File: src/rtl/clkdrv_unmute_pkg.sv
package clkdrv_unmute_pkg;
    typedef enum logic [1:0] {
        ST_STANDBY = 2'd0,
        ST_WARMUP  = 2'd1,
        ST_RAMP    = 2'd2,
        ST_FULL    = 2'd3
    } seq_state_t;
endpackage

File: src/rtl/clk_activity_mon.sv
module clk_activity_mon #(
    parameter int unsigned IDLE_CYC = 24576
) (
    input  logic clk,
    input  logic rst_n,
    input  logic raw_in,
    output logic rise,
    output logic alive
);
    localparam int unsigned CW = $clog2(IDLE_CYC + 1);
    localparam logic [CW-1:0] LIMIT = CW'(IDLE_CYC);

    logic [2:0]    sync_q;
    logic [CW-1:0] gap_q;

    // two-flop synchronizer plus one history flop for edge detection
    assign rise  = sync_q[1] & ~sync_q[2];
    assign alive = (gap_q < LIMIT);

    always_ff @(posedge clk) begin
        if (!rst_n) begin
            sync_q <= '0;
            gap_q  <= LIMIT;
        end else begin
            sync_q <= {sync_q[1:0], raw_in};
            if (rise)
                gap_q <= '0;
            else if (gap_q < LIMIT)
                gap_q <= gap_q + 1'b1;
        end
    end

    assert_edge_revives_R2: assert property (@(posedge clk) disable iff (!rst_n)
        rise |=> alive);
    assert_idle_sticky_R2: assert property (@(posedge clk) disable iff (!rst_n)
        (!alive && !rise) |=> !alive);
endmodule

File: src/rtl/startup_sequencer.sv
module startup_sequencer
    import clkdrv_unmute_pkg::*;
#(
    parameter int unsigned NZ_CYC     = 4462,
    parameter int unsigned VALID_CYC  = 262144,
    parameter int unsigned RAMP_SHIFT = 8
) (
    input  logic                clk,
    input  logic                rst_n,
    input  logic                bck_rise,
    input  logic                fs_rise,
    input  logic                bck_alive,
    input  logic                fs_alive,
    output logic [RAMP_SHIFT:0] gain,
    output logic                data_ok
);
    localparam int unsigned CW = $clog2(VALID_CYC + 1);
    localparam logic [CW-1:0] NZ_L    = CW'(NZ_CYC);
    localparam logic [CW-1:0] VALID_L = CW'(VALID_CYC);
    localparam logic [RAMP_SHIFT:0] GAIN_FULL = {1'b1, {RAMP_SHIFT{1'b0}}};
    localparam logic [RAMP_SHIFT:0] GAIN_LAST = GAIN_FULL - 1'b1;

    seq_state_t          state_q, state_d;
    logic [CW-1:0]       cnt_q;
    logic [RAMP_SHIFT:0] gain_q;
    logic                ok_q;
    logic                both_alive;
    logic [CW-1:0]       cnt_inc;

    assign both_alive = bck_alive && fs_alive;
    assign cnt_inc    = cnt_q + 1'b1;

    // next-state logic
    always_comb begin
        state_d = state_q;
        unique case (state_q)
            ST_STANDBY: if (both_alive) state_d = ST_WARMUP;
            ST_WARMUP: begin
                if (!both_alive)
                    state_d = ST_STANDBY;
                else if (bck_rise && cnt_inc >= NZ_L)
                    state_d = ST_RAMP;
            end
            ST_RAMP: begin
                if (!both_alive)
                    state_d = ST_STANDBY;
                else if (fs_rise && gain_q == GAIN_LAST)
                    state_d = ST_FULL;
            end
            ST_FULL: if (!both_alive) state_d = ST_STANDBY;
            default: state_d = ST_STANDBY;
        endcase
    end

    // state register
    always_ff @(posedge clk) begin
        if (!rst_n) state_q <= ST_STANDBY;
        else        state_q <= state_d;
    end

    // counter, gain and valid flag
    always_ff @(posedge clk) begin
        if (!rst_n || state_d == ST_STANDBY) begin
            cnt_q  <= '0;
            gain_q <= '0;
            ok_q   <= 1'b0;
        end else begin
            if (bck_rise && state_q != ST_STANDBY && cnt_q < VALID_L) begin
                cnt_q <= cnt_inc;
                if (cnt_inc >= VALID_L) ok_q <= 1'b1;
            end
            if (state_q == ST_WARMUP && state_d == ST_RAMP)
                gain_q <= {{RAMP_SHIFT{1'b0}}, 1'b1};
            else if (state_q == ST_RAMP && fs_rise && gain_q < GAIN_FULL)
                gain_q <= gain_q + 1'b1;
        end
    end

    assign gain    = gain_q;
    assign data_ok = ok_q;

    assert_standby_on_idle_R3: assert property (@(posedge clk) disable iff (!rst_n)
        !both_alive |=> state_q == ST_STANDBY);
    assert_muted_before_ramp_R4: assert property (@(posedge clk) disable iff (!rst_n)
        (state_q == ST_STANDBY || state_q == ST_WARMUP) |-> gain_q == '0);
    assert_gain_rises_only_R5: assert property (@(posedge clk) disable iff (!rst_n)
        (state_q != ST_STANDBY && both_alive) |=> gain_q >= $past(gain_q));
    assert_full_is_unity_R5: assert property (@(posedge clk) disable iff (!rst_n)
        state_q == ST_FULL |-> gain_q == GAIN_FULL);
    assert_ok_after_unmute_R7: assert property (@(posedge clk) disable iff (!rst_n)
        ok_q |-> (state_q == ST_RAMP || state_q == ST_FULL));
endmodule

File: src/rtl/gain_apply.sv
module gain_apply #(
    parameter int unsigned SMP_W      = 24,
    parameter int unsigned RAMP_SHIFT = 8
) (
    input  logic                    clk,
    input  logic                    rst_n,
    input  logic [SMP_W-1:0]        smp_in,
    input  logic                    smp_in_vld,
    input  logic [RAMP_SHIFT:0]     gain,
    output logic [SMP_W-1:0]        smp_out,
    output logic                    smp_out_vld
);
    localparam int unsigned PW = SMP_W + RAMP_SHIFT + 2;
    localparam logic signed [PW-1:0] SAT_HI = PW'((64'sd1 <<< (SMP_W - 1)) - 64'sd1);
    localparam logic signed [PW-1:0] SAT_LO = -SAT_HI - PW'(1);
    localparam logic [RAMP_SHIFT:0]  GAIN_FULL = {1'b1, {RAMP_SHIFT{1'b0}}};

    logic signed [PW-1:0] a_ext, g_ext, prod, scaled;
    logic [SMP_W-1:0]     sat_val;
    logic [SMP_W-1:0]     out_q;
    logic                 vld_q;

    always_comb begin
        a_ext  = {{(PW - SMP_W){smp_in[SMP_W-1]}}, smp_in};
        g_ext  = {{(PW - RAMP_SHIFT - 1){1'b0}}, gain};
        prod   = a_ext * g_ext;
        scaled = prod >>> RAMP_SHIFT;
        if (scaled > SAT_HI)      sat_val = SAT_HI[SMP_W-1:0];
        else if (scaled < SAT_LO) sat_val = SAT_LO[SMP_W-1:0];
        else                      sat_val = scaled[SMP_W-1:0];
    end

    always_ff @(posedge clk) begin
        if (!rst_n) begin
            out_q <= '0;
            vld_q <= 1'b0;
        end else begin
            vld_q <= smp_in_vld;
            if (smp_in_vld) out_q <= sat_val;
        end
    end

    assign smp_out     = out_q;
    assign smp_out_vld = vld_q;

    assert_mute_gives_zero_R4: assert property (@(posedge clk) disable iff (!rst_n)
        (smp_in_vld && gain == '0) |=> smp_out == '0);
    assert_unity_passthru_R6: assert property (@(posedge clk) disable iff (!rst_n)
        (smp_in_vld && gain == GAIN_FULL) |=> smp_out == $past(smp_in));
    assert_strobe_follows_R9: assert property (@(posedge clk) disable iff (!rst_n)
        smp_in_vld |=> smp_out_vld);
    assert_no_spurious_strobe_R9: assert property (@(posedge clk) disable iff (!rst_n)
        !smp_in_vld |=> !smp_out_vld);
endmodule

File: src/rtl/clkdrv_unmute_ctrl.sv
module clkdrv_unmute_ctrl #(
    parameter int unsigned SMP_W        = 24,
    parameter int unsigned BCK_IDLE_CYC = 24576,
    parameter int unsigned FS_IDLE_CYC  = 24576,
    parameter int unsigned NZ_CYC       = 4462,
    parameter int unsigned VALID_CYC    = 262144,
    parameter int unsigned RAMP_SHIFT   = 8
) (
    input  logic             clk,
    input  logic             rst_n,
    input  logic             bit_clk,
    input  logic             frame_sync,
    input  logic [SMP_W-1:0] smp_in,
    input  logic             smp_in_vld,
    output logic [SMP_W-1:0] smp_out,
    output logic             smp_out_vld,
    output logic             data_ok
);
    localparam int unsigned N_MON = 2;

    logic [N_MON-1:0]    raw_clk, clk_rise, clk_alive;
    logic [RAMP_SHIFT:0] gain;

    assign raw_clk = {frame_sync, bit_clk};

    // index 0 watches the bit clock, index 1 the frame sync
    for (genvar i = 0; i < N_MON; i++) begin : g_mon
        clk_activity_mon #(
            .IDLE_CYC((i == 0) ? BCK_IDLE_CYC : FS_IDLE_CYC)
        ) u_mon (
            .clk    (clk),
            .rst_n  (rst_n),
            .raw_in (raw_clk[i]),
            .rise   (clk_rise[i]),
            .alive  (clk_alive[i])
        );
    end

    startup_sequencer #(
        .NZ_CYC     (NZ_CYC),
        .VALID_CYC  (VALID_CYC),
        .RAMP_SHIFT (RAMP_SHIFT)
    ) u_seq (
        .clk       (clk),
        .rst_n     (rst_n),
        .bck_rise  (clk_rise[0]),
        .fs_rise   (clk_rise[1]),
        .bck_alive (clk_alive[0]),
        .fs_alive  (clk_alive[1]),
        .gain      (gain),
        .data_ok   (data_ok)
    );

    gain_apply #(
        .SMP_W      (SMP_W),
        .RAMP_SHIFT (RAMP_SHIFT)
    ) u_gain (
        .clk         (clk),
        .rst_n       (rst_n),
        .smp_in      (smp_in),
        .smp_in_vld  (smp_in_vld),
        .gain        (gain),
        .smp_out     (smp_out),
        .smp_out_vld (smp_out_vld)
    );
endmodule

File: config.mk
export PLATFORM = sky130hd
export DESIGN_NAME = clkdrv_unmute_ctrl
export DESIGN_NICKNAME = d
export VERILOG_FILES = /design/src/rtl/clkdrv_unmute_pkg.sv /design/src/rtl/clk_activity_mon.sv /design/src/rtl/startup_sequencer.sv /design/src/rtl/gain_apply.sv /design/src/rtl/clkdrv_unmute_ctrl.sv
export SDC_FILE = /design/constraint.sdc
export NUM_CORES = 1
export LEC_CHECK = 0
export BUFFER_PORTS_ARGS = -buffer_cell sky130_fd_sc_hd__buf_2
export CORE_MARGIN = 2
export CORE_UTILIZATION = 59
export CTS_BUF_LIST = sky130_fd_sc_hd__clkbuf_4
export CTS_CLUSTER_SIZE = 25
export DETAILED_ROUTE_END_ITERATION = 10
export PLACE_DENSITY = 0.86
export REMOVE_ABC_BUFFERS = 1
export SYNTH_ARGS = -nofsm -noshare
export SYNTH_HDL_FRONTEND = slang
export SYNTH_SLANG_ARGS = --single-unit
File: constraint.sdc
create_clock -name clk -period 6.6 [get_ports clk]
set_clock_uncertainty 0.1 [all_clocks]
set_input_delay 0.33 -clock clk [delete_from_list [all_inputs] [get_ports clk]]
set_output_delay 0.33 -clock clk [all_outputs]
set_load 0.005 [all_outputs]
==> impl_metrics.env <==
export IMPL_initial_utilization=0.604
export IMPL_ys_warn_count=0
export IMPL_pre_cts_ws_ps=229
export IMPL_cap_violations=0
export IMPL_seqPwrFrac=0.600
export IMPL_synth_area_leaders="fa_1, dfxtp_1, ha_1"
export IMPL_insertion_delay_ps=450
export IMPL_cp_arrival_ps=6550
export IMPL_tritoncts="built"
export IMPL_grt_pass1_vias=9620
export IMPL_min_path_type="input port to flip-flop"
export IMPL_clockBufferDepth=2
export IMPL_dieWidth_microns=146
export IMPL_grt_max_degree=40
export IMPL_combPwrFrac=0.085
export IMPL_drt_total_wl_microns=26300
export IMPL_synthArstFlopShare=0
export IMPL_netlist_top_cells_count="inv_1, fa_1, nand2_1, and2_1, dfxtp_1"
export IMPL_pwr_share_clk=0.315
export IMPL_synth_top_cell_by_area="fa_1"
export IMPL_antenna_found_initial=1
export IMPL_grt_pass1_wl_microns=45100
export IMPL_io_pins=55
export IMPL_cp_end_kind="flip-flop"
export IMPL_netlist_area_sq_mm=0.0118
export IMPL_finish_instance_area_sq_mm=0.0125
export IMPL_synth_top_flop_cell="dfxtp_1"
export IMPL_critPathTopFamily="adder cells"
export IMPL_dp_hpwl_microns=21000
export IMPL_ir_drop_mv=0.101
export IMPL_timing_setup_tns_ps=0
export IMPL_powerDensity_mw_per_mm2=76.7
export IMPL_synth_edf_count=0
export IMPL_critPathKind="flip-flop to flip-flop"
export IMPL_hold_viol=0
export IMPL_p_leak_nw=6.27
export IMPL_slew_headroom=0.137
export IMPL_swShare=0.289
export IMPL_postLayoutSetupSlackWorst_ps=276
export IMPL_die_height_microns=146
export IMPL_syn2layout_area_growth_pct=5.99
export IMPL_post_route_drc_count=0
export IMPL_outcome="complete, no violations"
export IMPL_route_antenna_remaining_nets=0
export IMPL_cts_sinks=92
export IMPL_fin_crit_ps=6320
export IMPL_synth_seq_cells=92
export IMPL_numCtsBuffers=9
export IMPL_layout_nets=1645
export IMPL_worst_setup_path_start_kind="flip-flop"
export IMPL_ys_seq_area_frac=0.156
export IMPL_crit_slowest_cell="dfxtp_1"
export IMPL_dieArea_sq_mm=0.0212
export IMPL_path_cells="and2_1 -> ha_1 -> fa_1 -> fa_1 -> fa_1 -> inv_1 -> fa_1 -> inv_1 -> ha_1 -> and4_1 -> o21ai_0 -> a211oi_2 -> o31ai_2 -> o311ai_4 -> and4bb_1 -> o31ai_2 -> o31ai_4 -> buf_12 -> o22ai_1"
export IMPL_cp_max_fo=22
export IMPL_post_dp_cell_area_sq_mm=0.0123
export IMPL_fmax_ghz=0.158
export IMPL_fin_util=0.640
export IMPL_worstMarginPinSlew_ps=1280
export IMPL_h_tree_depth=3
export IMPL_drt_iter0_drc=634
export IMPL_via_count=9121
export IMPL_min_period_over_period=0.958
export IMPL_nFillCells=1575
export IMPL_avgSynthCellArea_sq_um=8.86
export IMPL_path_buf_inv=3
export IMPL_drive_gt1_frac=0.110
export IMPL_routedWlPerCell_microns=16.1
export IMPL_dp_cells=1615
export IMPL_syn_inst=1335
export IMPL_instances_no_fill=1634
export IMPL_via_per_inst=5.58
export IMPL_p_int_w=0.000683
export IMPL_drv_slew=0
export IMPL_clk_pin_slew_ps=170
export IMPL_finalSetupViolCount=0
export IMPL_p_switching_w=0.000278
export IMPL_cpMostUsedCell="fa_1"
export IMPL_crit_required_ps=6830
export IMPL_rows=51
export IMPL_netlist_area_leader_share=0.300
export IMPL_port_buffers=54
export IMPL_firstDrtPassIters=7
export IMPL_cts_setup_buffers=0
export IMPL_max_stage_delay_ps=810
export IMPL_grt_overflow=0
export IMPL_clock_root_buffer="clkbuf_4"
export IMPL_yosysMostFrequentCell="inv_1"
export IMPL_core_area_sq_mm=0.0196
export IMPL_synth_distinct_cells=70
export IMPL_grt_use_total=0.257
export IMPL_place_congestion=0.951
worst paths after layout:
path	startpoint	end	depth (start not counted)	slack (ps)
setup / recovery	u_seq.gain[8]	u_gain.smp_out[1]	19	280
hold / removal	rst_n	g_mon[0].u_mon.gap_q[14]	2	250
setup reg to reg	u_seq.gain[8]	u_gain.smp_out[1]	19	280
hold reg to reg	g_mon[0].u_mon.sync_q[0]	g_mon[0].u_mon.sync_q[1]	1	340
cells by family (layout without fill, tap and decap cells):
family	after synthesis	in the layout	share of synthesized area
other	0	1	0
and+or+nand+nor	480	480	0.207
xor gates and xnor gates	71	71	0.0526
muxes	5	5	0.00423
buffers and inverters	255	288	0.0862
DFF	92	92	0.156
adders and majority gates	253	253	0.380
AOI/OAI and AO/OA	179	179	0.114
placed cells by master (no fill, tap or decap), drive strengths merged, types with 24 or more instances in the layout:
cell type | netlist | final
a21oi | 31 | 31
and2 | 118 | 118
buf | 20 | 74
dfxtp | 92 | 92
fa | 177 | 177
ha | 76 | 76
inv | 196 | 199
nand2 | 147 | 147
nand2b | 24 | 24
nand3 | 30 | 30
nor2 | 82 | 82
o21ai | 52 | 52
xnor2 | 35 | 35
xor2 | 36 | 36
power groups by stage:
stage	Clock, W	Combinational [W]	Sequential [W]
2_1_floorplan	0	0.0000296	0.000586
3_3_place_gp	0	0.0000792	0.000588
3_5_place_dp	0	0.0000799	0.000588
4_1_cts	0.000312	0.0000812	0.000576
5_1_grt	0.000333	0.0000887	0.000578
6_report	0.000302	0.0000818	0.000576
registers in the layout (all words and copies together), names as in the netlist:
name	flops
u_seq.state_q	2
g_mon.u_mon.gap_q	30
u_seq.cnt_q	19
u_seq.data_ok	1
g_mon.u_mon.sync_q	6
u_seq.gain	9
u_gain.smp_out	24
u_gain.smp_out_vld	1
per-stage QoR:
step	total power [W]	hold WS, ps
finish	0.000961	252
global route	0.00100	260
CTS	0.000970	213
detailed placement	0.000668	322
global placement	0.000667	314
floorplan	0.000616	306
layout make-up:
cell class                 instances  area (sq um)  area share
antenna                            1          2.50    0.000200
clock buffer                       9          67.6     0.00539
clock inverter                     7          70.1     0.00559
inverter                         196           736      0.0587
multi-input combinational        988          8980       0.717
sequential                        92          1850       0.147
tap                              265           332      0.0265
timing repair buffer              76           498      0.0397
layer usage:
metal	routed length [microns]	up-vias	track usage
met1	11300	4479	0.334
met5	0	-	0
li1	-	4307	-
met4	560	0	0.0863
met2	12800	297	0.437
met3	1640	38	0.0476
what timing repair did:
| action | CTS | global route |
|---|---|---|
| hold buffers | 2 | 0 |
| endpoints found under the hold margin | 2 | 0 |
| gates resized for setup | 0 | 10 |
| endpoints found under the setup margin | 0 | 23 |
Note: power is estimated with default switching activity, not from simulation.
